`src/rtl/ring_ptr_pkg.sv`:
```
package ring_ptr_pkg;

  typedef enum logic [2:0] {
    OP_IDLE  = 3'd0,
    OP_OPEN  = 3'd1,
    OP_NEXT  = 3'd2,
    OP_PEEK  = 3'd3,
    OP_COUNT = 3'd4,
    OP_REAP  = 3'd5,
    OP_POST  = 3'd6,
    OP_CLOSE = 3'd7
  } ring_op_e;

  // free producer slots, one slot always held back
  function automatic int unsigned src_free(int unsigned tail, int unsigned head,
                                           int unsigned n);
    if (tail > head) return tail - head - 1;
    else             return n - head + tail - 1;
  endfunction

  // entries written by the far side and not yet consumed
  function automatic int unsigned dst_valid(int unsigned head, int unsigned tail,
                                            int unsigned n);
    if (head >= tail) return head - tail;
    else              return n - tail + head;
  endfunction

endpackage

```
`src/rtl/ring_ptr_adv.sv`:
```
// Advances an (index, word offset) pointer pair by one entry, wrapping by
// compare and subtract so that non power-of-two rings work.
module ring_ptr_adv #(
  parameter int ENTRY_WORDS = 3,
  parameter int NUM_ENTRIES = 5,
  parameter int IW = 3,
  parameter int OW = 4
) (
  input  logic [IW-1:0] idx_i,
  input  logic [OW-1:0] off_i,
  output logic [IW-1:0] idx_o,
  output logic [OW-1:0] off_o
);
  localparam int RING_WORDS = ENTRY_WORDS * NUM_ENTRIES;

  logic [OW:0] sum;

  always_comb begin
    sum = {1'b0, off_i} + (OW+1)'(ENTRY_WORDS);
    if (sum >= (OW+1)'(RING_WORDS)) begin
      off_o = OW'(sum - (OW+1)'(RING_WORDS));
      idx_o = '0;
    end else begin
      off_o = OW'(sum);
      idx_o = idx_i + IW'(1);
    end
  end
endmodule

```
`src/rtl/ring_ptr_count.sv`:
```
// Entry count from index pair: free slots (source) or valid entries (destination).
module ring_ptr_count #(
  parameter int NUM_ENTRIES = 5,
  parameter int IW = 3,
  parameter int CW = 3
) (
  input  logic          src_mode,
  input  logic [IW-1:0] local_idx,
  input  logic [IW-1:0] far_idx,
  output logic [CW-1:0] count
);
  import ring_ptr_pkg::*;

  int unsigned raw;

  always_comb begin
    if (src_mode) raw = src_free(32'(far_idx), 32'(local_idx), NUM_ENTRIES);
    else          raw = dst_valid(32'(far_idx), 32'(local_idx), NUM_ENTRIES);
    count = CW'(raw);
  end
endmodule

```
`src/rtl/ring_desc_ptr_mgr.sv`:
```
module ring_desc_ptr_mgr #(
  parameter int ENTRY_WORDS = 3,
  parameter int NUM_ENTRIES = 5,
  parameter int IW = (NUM_ENTRIES > 1) ? $clog2(NUM_ENTRIES) : 1,
  parameter int OW = $clog2(ENTRY_WORDS * NUM_ENTRIES),
  parameter int CW = $clog2(NUM_ENTRIES + 1)
) (
  input  logic          clk,
  input  logic          rst_n,
  input  logic          src_mode,
  input  logic          cmd_valid,
  input  logic [2:0]    cmd_op,
  input  logic          cmd_sync,
  input  logic [OW-1:0] remote_ptr,
  output logic          rsp_valid,
  output logic          rsp_hit,
  output logic [OW-1:0] rsp_offset,
  output logic [CW-1:0] rsp_count,
  output logic          remote_wr_en,
  output logic [OW-1:0] remote_wr_ptr
);
  import ring_ptr_pkg::*;

  // word offset -> entry index, by comparison against each entry start
  function automatic logic [IW-1:0] off_to_idx(logic [OW-1:0] off);
    logic [IW-1:0] r;
    r = '0;
    for (int i = 0; i < NUM_ENTRIES; i++)
      if (off == OW'(i * ENTRY_WORDS)) r = IW'(i);
    return r;
  endfunction

  // local pointer: head (source) or tail (destination)
  logic [IW-1:0] loc_idx, loc_idx_n;
  logic [OW-1:0] loc_off, loc_off_n;
  // cached far pointer: tail (source) or head (destination)
  logic [IW-1:0] cache_idx, cache_idx_n;
  // reap pointer (source only)
  logic [IW-1:0] reap_idx, reap_idx_n;
  logic [OW-1:0] reap_off, reap_off_n;

  logic [IW-1:0] loc_nxt_idx, reap_nxt_idx, remote_idx, cnt_far_idx;
  logic [OW-1:0] loc_nxt_off, reap_nxt_off;
  logic [CW-1:0] cnt_val;

  ring_op_e op;
  logic hit, wr;
  logic [OW-1:0] off;
  logic [CW-1:0] cnt;

  // named internal events
  logic ev_reserve_ok, ev_consume_ok, ev_reap_ok, ev_post_ok;

  ring_ptr_adv #(.ENTRY_WORDS(ENTRY_WORDS), .NUM_ENTRIES(NUM_ENTRIES), .IW(IW), .OW(OW))
    u_loc_adv (.idx_i(loc_idx), .off_i(loc_off), .idx_o(loc_nxt_idx), .off_o(loc_nxt_off));

  ring_ptr_adv #(.ENTRY_WORDS(ENTRY_WORDS), .NUM_ENTRIES(NUM_ENTRIES), .IW(IW), .OW(OW))
    u_reap_adv (.idx_i(reap_idx), .off_i(reap_off), .idx_o(reap_nxt_idx), .off_o(reap_nxt_off));

  ring_ptr_count #(.NUM_ENTRIES(NUM_ENTRIES), .IW(IW), .CW(CW))
    u_count (.src_mode(src_mode), .local_idx(loc_idx), .far_idx(cnt_far_idx), .count(cnt_val));

  assign op            = ring_op_e'(cmd_op);
  assign remote_idx    = off_to_idx(remote_ptr);
  assign cnt_far_idx   = cmd_sync ? remote_idx : cache_idx;
  assign ev_reserve_ok = src_mode && (loc_nxt_idx != cache_idx);
  assign ev_consume_ok = !src_mode && (loc_idx != cache_idx);
  assign ev_reap_ok    = src_mode && (reap_nxt_idx != cache_idx);
  assign ev_post_ok    = src_mode && (loc_idx != reap_idx);

  always_comb begin
    loc_idx_n   = loc_idx;
    loc_off_n   = loc_off;
    cache_idx_n = cache_idx;
    reap_idx_n  = reap_idx;
    reap_off_n  = reap_off;
    hit = 1'b0;
    off = '0;
    cnt = '0;
    wr  = 1'b0;
    if (cmd_valid) begin
      unique case (op)
        OP_OPEN: cache_idx_n = remote_idx;
        OP_NEXT: begin
          if (ev_reserve_ok || ev_consume_ok) begin
            hit       = 1'b1;
            off       = loc_off;
            loc_idx_n = loc_nxt_idx;
            loc_off_n = loc_nxt_off;
          end
          if (ev_reserve_ok) begin
            reap_idx_n = loc_nxt_idx;
            reap_off_n = loc_nxt_off;
          end
        end
        OP_PEEK: begin
          if (ev_reserve_ok || ev_consume_ok) begin
            hit = 1'b1;
            off = loc_off;
          end
        end
        OP_COUNT: begin
          cnt = cnt_val;
          if (cmd_sync) cache_idx_n = remote_idx;
        end
        OP_REAP: begin
          if (ev_reap_ok) begin
            hit        = 1'b1;
            off        = reap_nxt_off;
            reap_idx_n = reap_nxt_idx;
            reap_off_n = reap_nxt_off;
          end
        end
        OP_POST: begin
          if (ev_post_ok) begin
            hit       = 1'b1;
            off       = loc_off;
            loc_idx_n = loc_nxt_idx;
            loc_off_n = loc_nxt_off;
          end
        end
        OP_CLOSE: wr = 1'b1;
        default: ;
      endcase
    end
  end

  always_ff @(posedge clk) begin
    if (!rst_n) begin
      loc_idx       <= '0;
      loc_off       <= '0;
      cache_idx     <= '0;
      reap_idx      <= '0;
      reap_off      <= '0;
      rsp_valid     <= 1'b0;
      rsp_hit       <= 1'b0;
      rsp_offset    <= '0;
      rsp_count     <= '0;
      remote_wr_en  <= 1'b0;
      remote_wr_ptr <= '0;
    end else begin
      loc_idx      <= loc_idx_n;
      loc_off      <= loc_off_n;
      cache_idx    <= cache_idx_n;
      reap_idx     <= reap_idx_n;
      reap_off     <= reap_off_n;
      rsp_valid    <= cmd_valid;
      rsp_hit      <= hit;
      rsp_offset   <= off;
      rsp_count    <= cnt;
      remote_wr_en <= wr;
      if (wr) remote_wr_ptr <= loc_off;
    end
  end
endmodule

```
`config.mk`:
```
export PLATFORM = sky130hd
export DESIGN_NAME = ring_desc_ptr_mgr
export DESIGN_NICKNAME = d
export VERILOG_FILES = /design/src/rtl/ring_ptr_pkg.sv /design/src/rtl/ring_ptr_adv.sv /design/src/rtl/ring_ptr_count.sv /design/src/rtl/ring_desc_ptr_mgr.sv
export SDC_FILE = /design/constraint.sdc
export NUM_CORES = 1
export LEC_CHECK = 0
export BUFFER_PORTS_ARGS = -buffer_cell sky130_fd_sc_hd__buf_2
export CAP_MARGIN = 30
export CORE_MARGIN = 5
export CORE_UTILIZATION = 55
export DETAILED_ROUTE_END_ITERATION = 6
export PLACE_DENSITY = 0.77
export RECOVER_POWER = 50
export SYNTH_ARGS = -nofsm -noshare
export SYNTH_HDL_FRONTEND = slang
export SYNTH_SLANG_ARGS = --single-unit
```
`constraint.sdc`:
```
create_clock -name clk -period 4.18 [get_ports clk]
set_clock_uncertainty 0.1 [all_clocks]
set_input_delay 0.418 -clock clk [delete_from_list [all_inputs] [get_ports clk]]
set_output_delay 0.418 -clock clk [all_outputs]
set_load 0.05 [all_outputs]
```
==> flow_summary_export.csv <==
group,metric,value,unit
clocking,cts_resized,0,
sta,fin_crit_sh,0.7406,
critical_path,start_kind,"register",
clocking,cts_sinks,31,
clocking,ctsHoldBuffers,0,
pwr,irDropWorstVdd,0.0001734,V
global_routing,track_usage,0.1945,
logic_synthesis,ys.flop_type,"dfxtp_1",
place,place_congestion,0.8416,
logic_synthesis,postSynthCellCount,279,
pwr,p_per_area,293.6,nW/um^2
logic_synthesis,synth-async-reset-ratio,0,
outcome,outcome,"finished, final reports clean",
routing,wl_per_cell,14.20,um
global_routing,grt_pass1_vias,1748,
routing,drc_errors,0,
layout,layout_common_cells,"41 x nand2_1, 31 x dfxtp_1, 24 x nor2_1",
sta,setup_viol,0,
layout,final_common_cell,"nand2_1",
place,dp_cells,340,
layout,syn_to_final_growth,9.678,%
logic_synthesis,postSynthNetCount,304,
logic_synthesis,synth_cell_type_count,53,
clocking,cts-root-buf,"clkbuf_8",
routing,vias,2007,
sta,hold_viol,0,
clocking,cts_tree,"yes",
critical_path,cpPeakStageDelay,0.60,ns
logic_synthesis,ys_seq_area_frac,0.2807,
logic_synthesis,syn-cell-area,2211,um^2
layout,drive_above_1_share,0.09732,
layout,finalNetCount,322,
sta,slew_viol_final,0,
floorplanning,design.core.area,3943,um^2
clocking,h-tree-depth,2,
critical_path,crit_buf_inv,1,
routing,via_per_inst,5.767,
critical_path,worstPathRequired,4.29,ns
logic_synthesis,synth.avg_cell_area,7.924,um^2
routing,drt-initial-drc-count,184,
global_routing,grt_pass1_wl,8266,um
layout,antennaDiodeCount,0,
sta,worst_slew_pin_slew,0.8757,ns
critical_path,critical_path.max_fanout,14,
flow_run,max-cap-violations,0,
layout,stdcell_count,348,
critical_path,cp.arrival,3.21,ns
floorplanning,ioPinCount,26,
critical_path,endpoint_kind,"register",
worst_hold_path,hold_class,"reg2reg",
sta,finalCriticalPeriod,3.096,ns
routing,drt_wl_total,4940,um
sta,rsz0062_at_grt,"no",
global_routing,grt_max_degree,21,
clocking,post-cts-setup-buffer-count,0,
sta,holdWs,0.3758,ns
critical_path,critical_path_class,"reg2reg",
clocking,numCtsBuffers,5,
clocking,clk_path_buf_depth,2,
place,port-buffer-count,25,
floorplanning,dieHeight,73.40,um
sta,tns,0,ns
clocking,clk_pin_slew,0.07,ns
global_routing,grt_overflow,0,
critical_path,crit_chain,"inv_1, ha_1, nor2_1, o21ai_0, nand2_2, a221oi_2, o311ai_2, or4_1, a21oi_1",
critical_path,crit_path_top_delay_cell,"or4_1",
routing,dr.pass1.iters,5,
global_routing,grt_antenna_before_repair,0,
floorplanning,die-area,5388,um^2
sta,fmax,323.0,MHz
sta,slew_headroom,0.4153,
routing,antenna_left,0,
critical_path,critical-path-top-delay-family,"compound AO/OA/AOI/OAI gates",
pwr,p_leak,0.9680,nW
logic_synthesis,yosysWarnings,0,
logic_synthesis,ys_seq_elements,31,
floorplanning,die_x,73.40,um
floorplanning,num_rows,23,
logic_synthesis,synth-edff-count,0,
floorplanning,start_util,0.5608,
place,dpl.hpwl,3718,um
clocking,insertion_delay,0.28,ns
[cell usage after synthesis, types with 3 or more instances]
cell      number  area [um^2]
nor3b_1        3        22.52
o21ai_0       16        80.08
and3_1         3        18.77
buf_2          4        20.02
o32ai_1        3        26.28
nor2_1        24        90.09
buf_4          3        22.52
nand2b_1       7        43.79
mux2i_1       11        110.1
clkbuf_1       7        26.28
xor2_1         5        43.79
mux2_2         3        33.78
nor2b_1        4        25.02
ha_1          12        150.1
nand3_1       10        50.05
nand2_1       41        153.9
inv_1         13        48.80
o31ai_1        4        30.03
dfxtp_1       31        620.6
a21oi_1       15        75.07
xnor2_1       16        140.1
[path summary, 6_finish.rpt]
| check | startpoint | to | slack [ns] | cells after the start |
|---|---|---|---|---|
| worst max register to register | loc_off[0] | loc_off[3] | 1.08 | 9 |
| worst max-delay path | loc_off[0] | loc_off[3] | 1.08 | 9 |
| worst min-delay path | reap_off[1] | reap_off[1] | 0.38 | 2 |
| worst min register to register | reap_off[1] | reap_off[1] | 0.38 | 2 |
[worst register-to-register path, cell delays in order (launching register included)]
cell and delay (ns):
dfxtp_1 0.45, inv_1 0.15, ha_1 0.35, nor2_1 0.08
o21ai_0 0.27, nand2_2 0.19, a221oi_2 0.37, o311ai_2 0.34
or4_1 0.60, a21oi_1 0.13
[metrics by stage]
stage / setup WS [ns] / util / power (mW) / area (um^2)
final: 1.084 / 0.6150 / 0.7120 / 2425
after global routing: 0.8086 / 0.6150 / 0.7435 / 2425
after CTS: 1.109 / 0.6198 / 0.7156 / 2444
after detailed placement: 1.129 / 0.5900 / 0.4097 / 2326
after global placement: 1.216 / 0.5900 / 0.4076 / 2326
after floorplan: 1.605 / - / 0.3853 / 2211
[cells by family after synthesis]
group / Yosys count / share of synthesized area
mux: 14 / 0.06508
simple gates: 106 / 0.2247
xor+xnor: 21 / 0.08319
buf+inv: 28 / 0.05829
flops: 31 / 0.2807
fa+ha+maj: 13 / 0.07697
compound gates: 66 / 0.2111
[routing by layer]
metal,up-vias,routed length (um),track usage
met5,-,0,0
met4,0,78,0.06439
met3,11,369,0.03146
li1,1012,-,-
met2,74,2089,0.2959
met1,910,2403,0.2786
[area by class of cell]
type / count / area (um^2)
Multi-Input combinational cell: 220 / 1461
Clock buffer: 6 / 82.58
Fill cell: 372 / 1518
Clock inverter: 2 / 35.03
Tap cell: 50 / 62.56
Inverter: 13 / 48.80
Sequential cell: 31 / 620.6
Timing Repair Buffer: 26 / 113.9
[state kept, by name (all words and copies together), names as in the netlist]
name / flops
cache_idx: 3
loc_idx: 3
loc_off: 4
reap_idx: 3
reap_off: 4
remote_wr_en: 1
remote_wr_ptr: 4
rsp_count: 3
rsp_hit: 1
rsp_offset: 4
rsp_valid: 1
[power by group]
group | internal (mW) | switching, mW
Sequential | 0.299 | 0.00469
Clock | 0.193 | 0.115
Combinational | 0.0380 | 0.0623
Power figures use the tool's default switching activity.
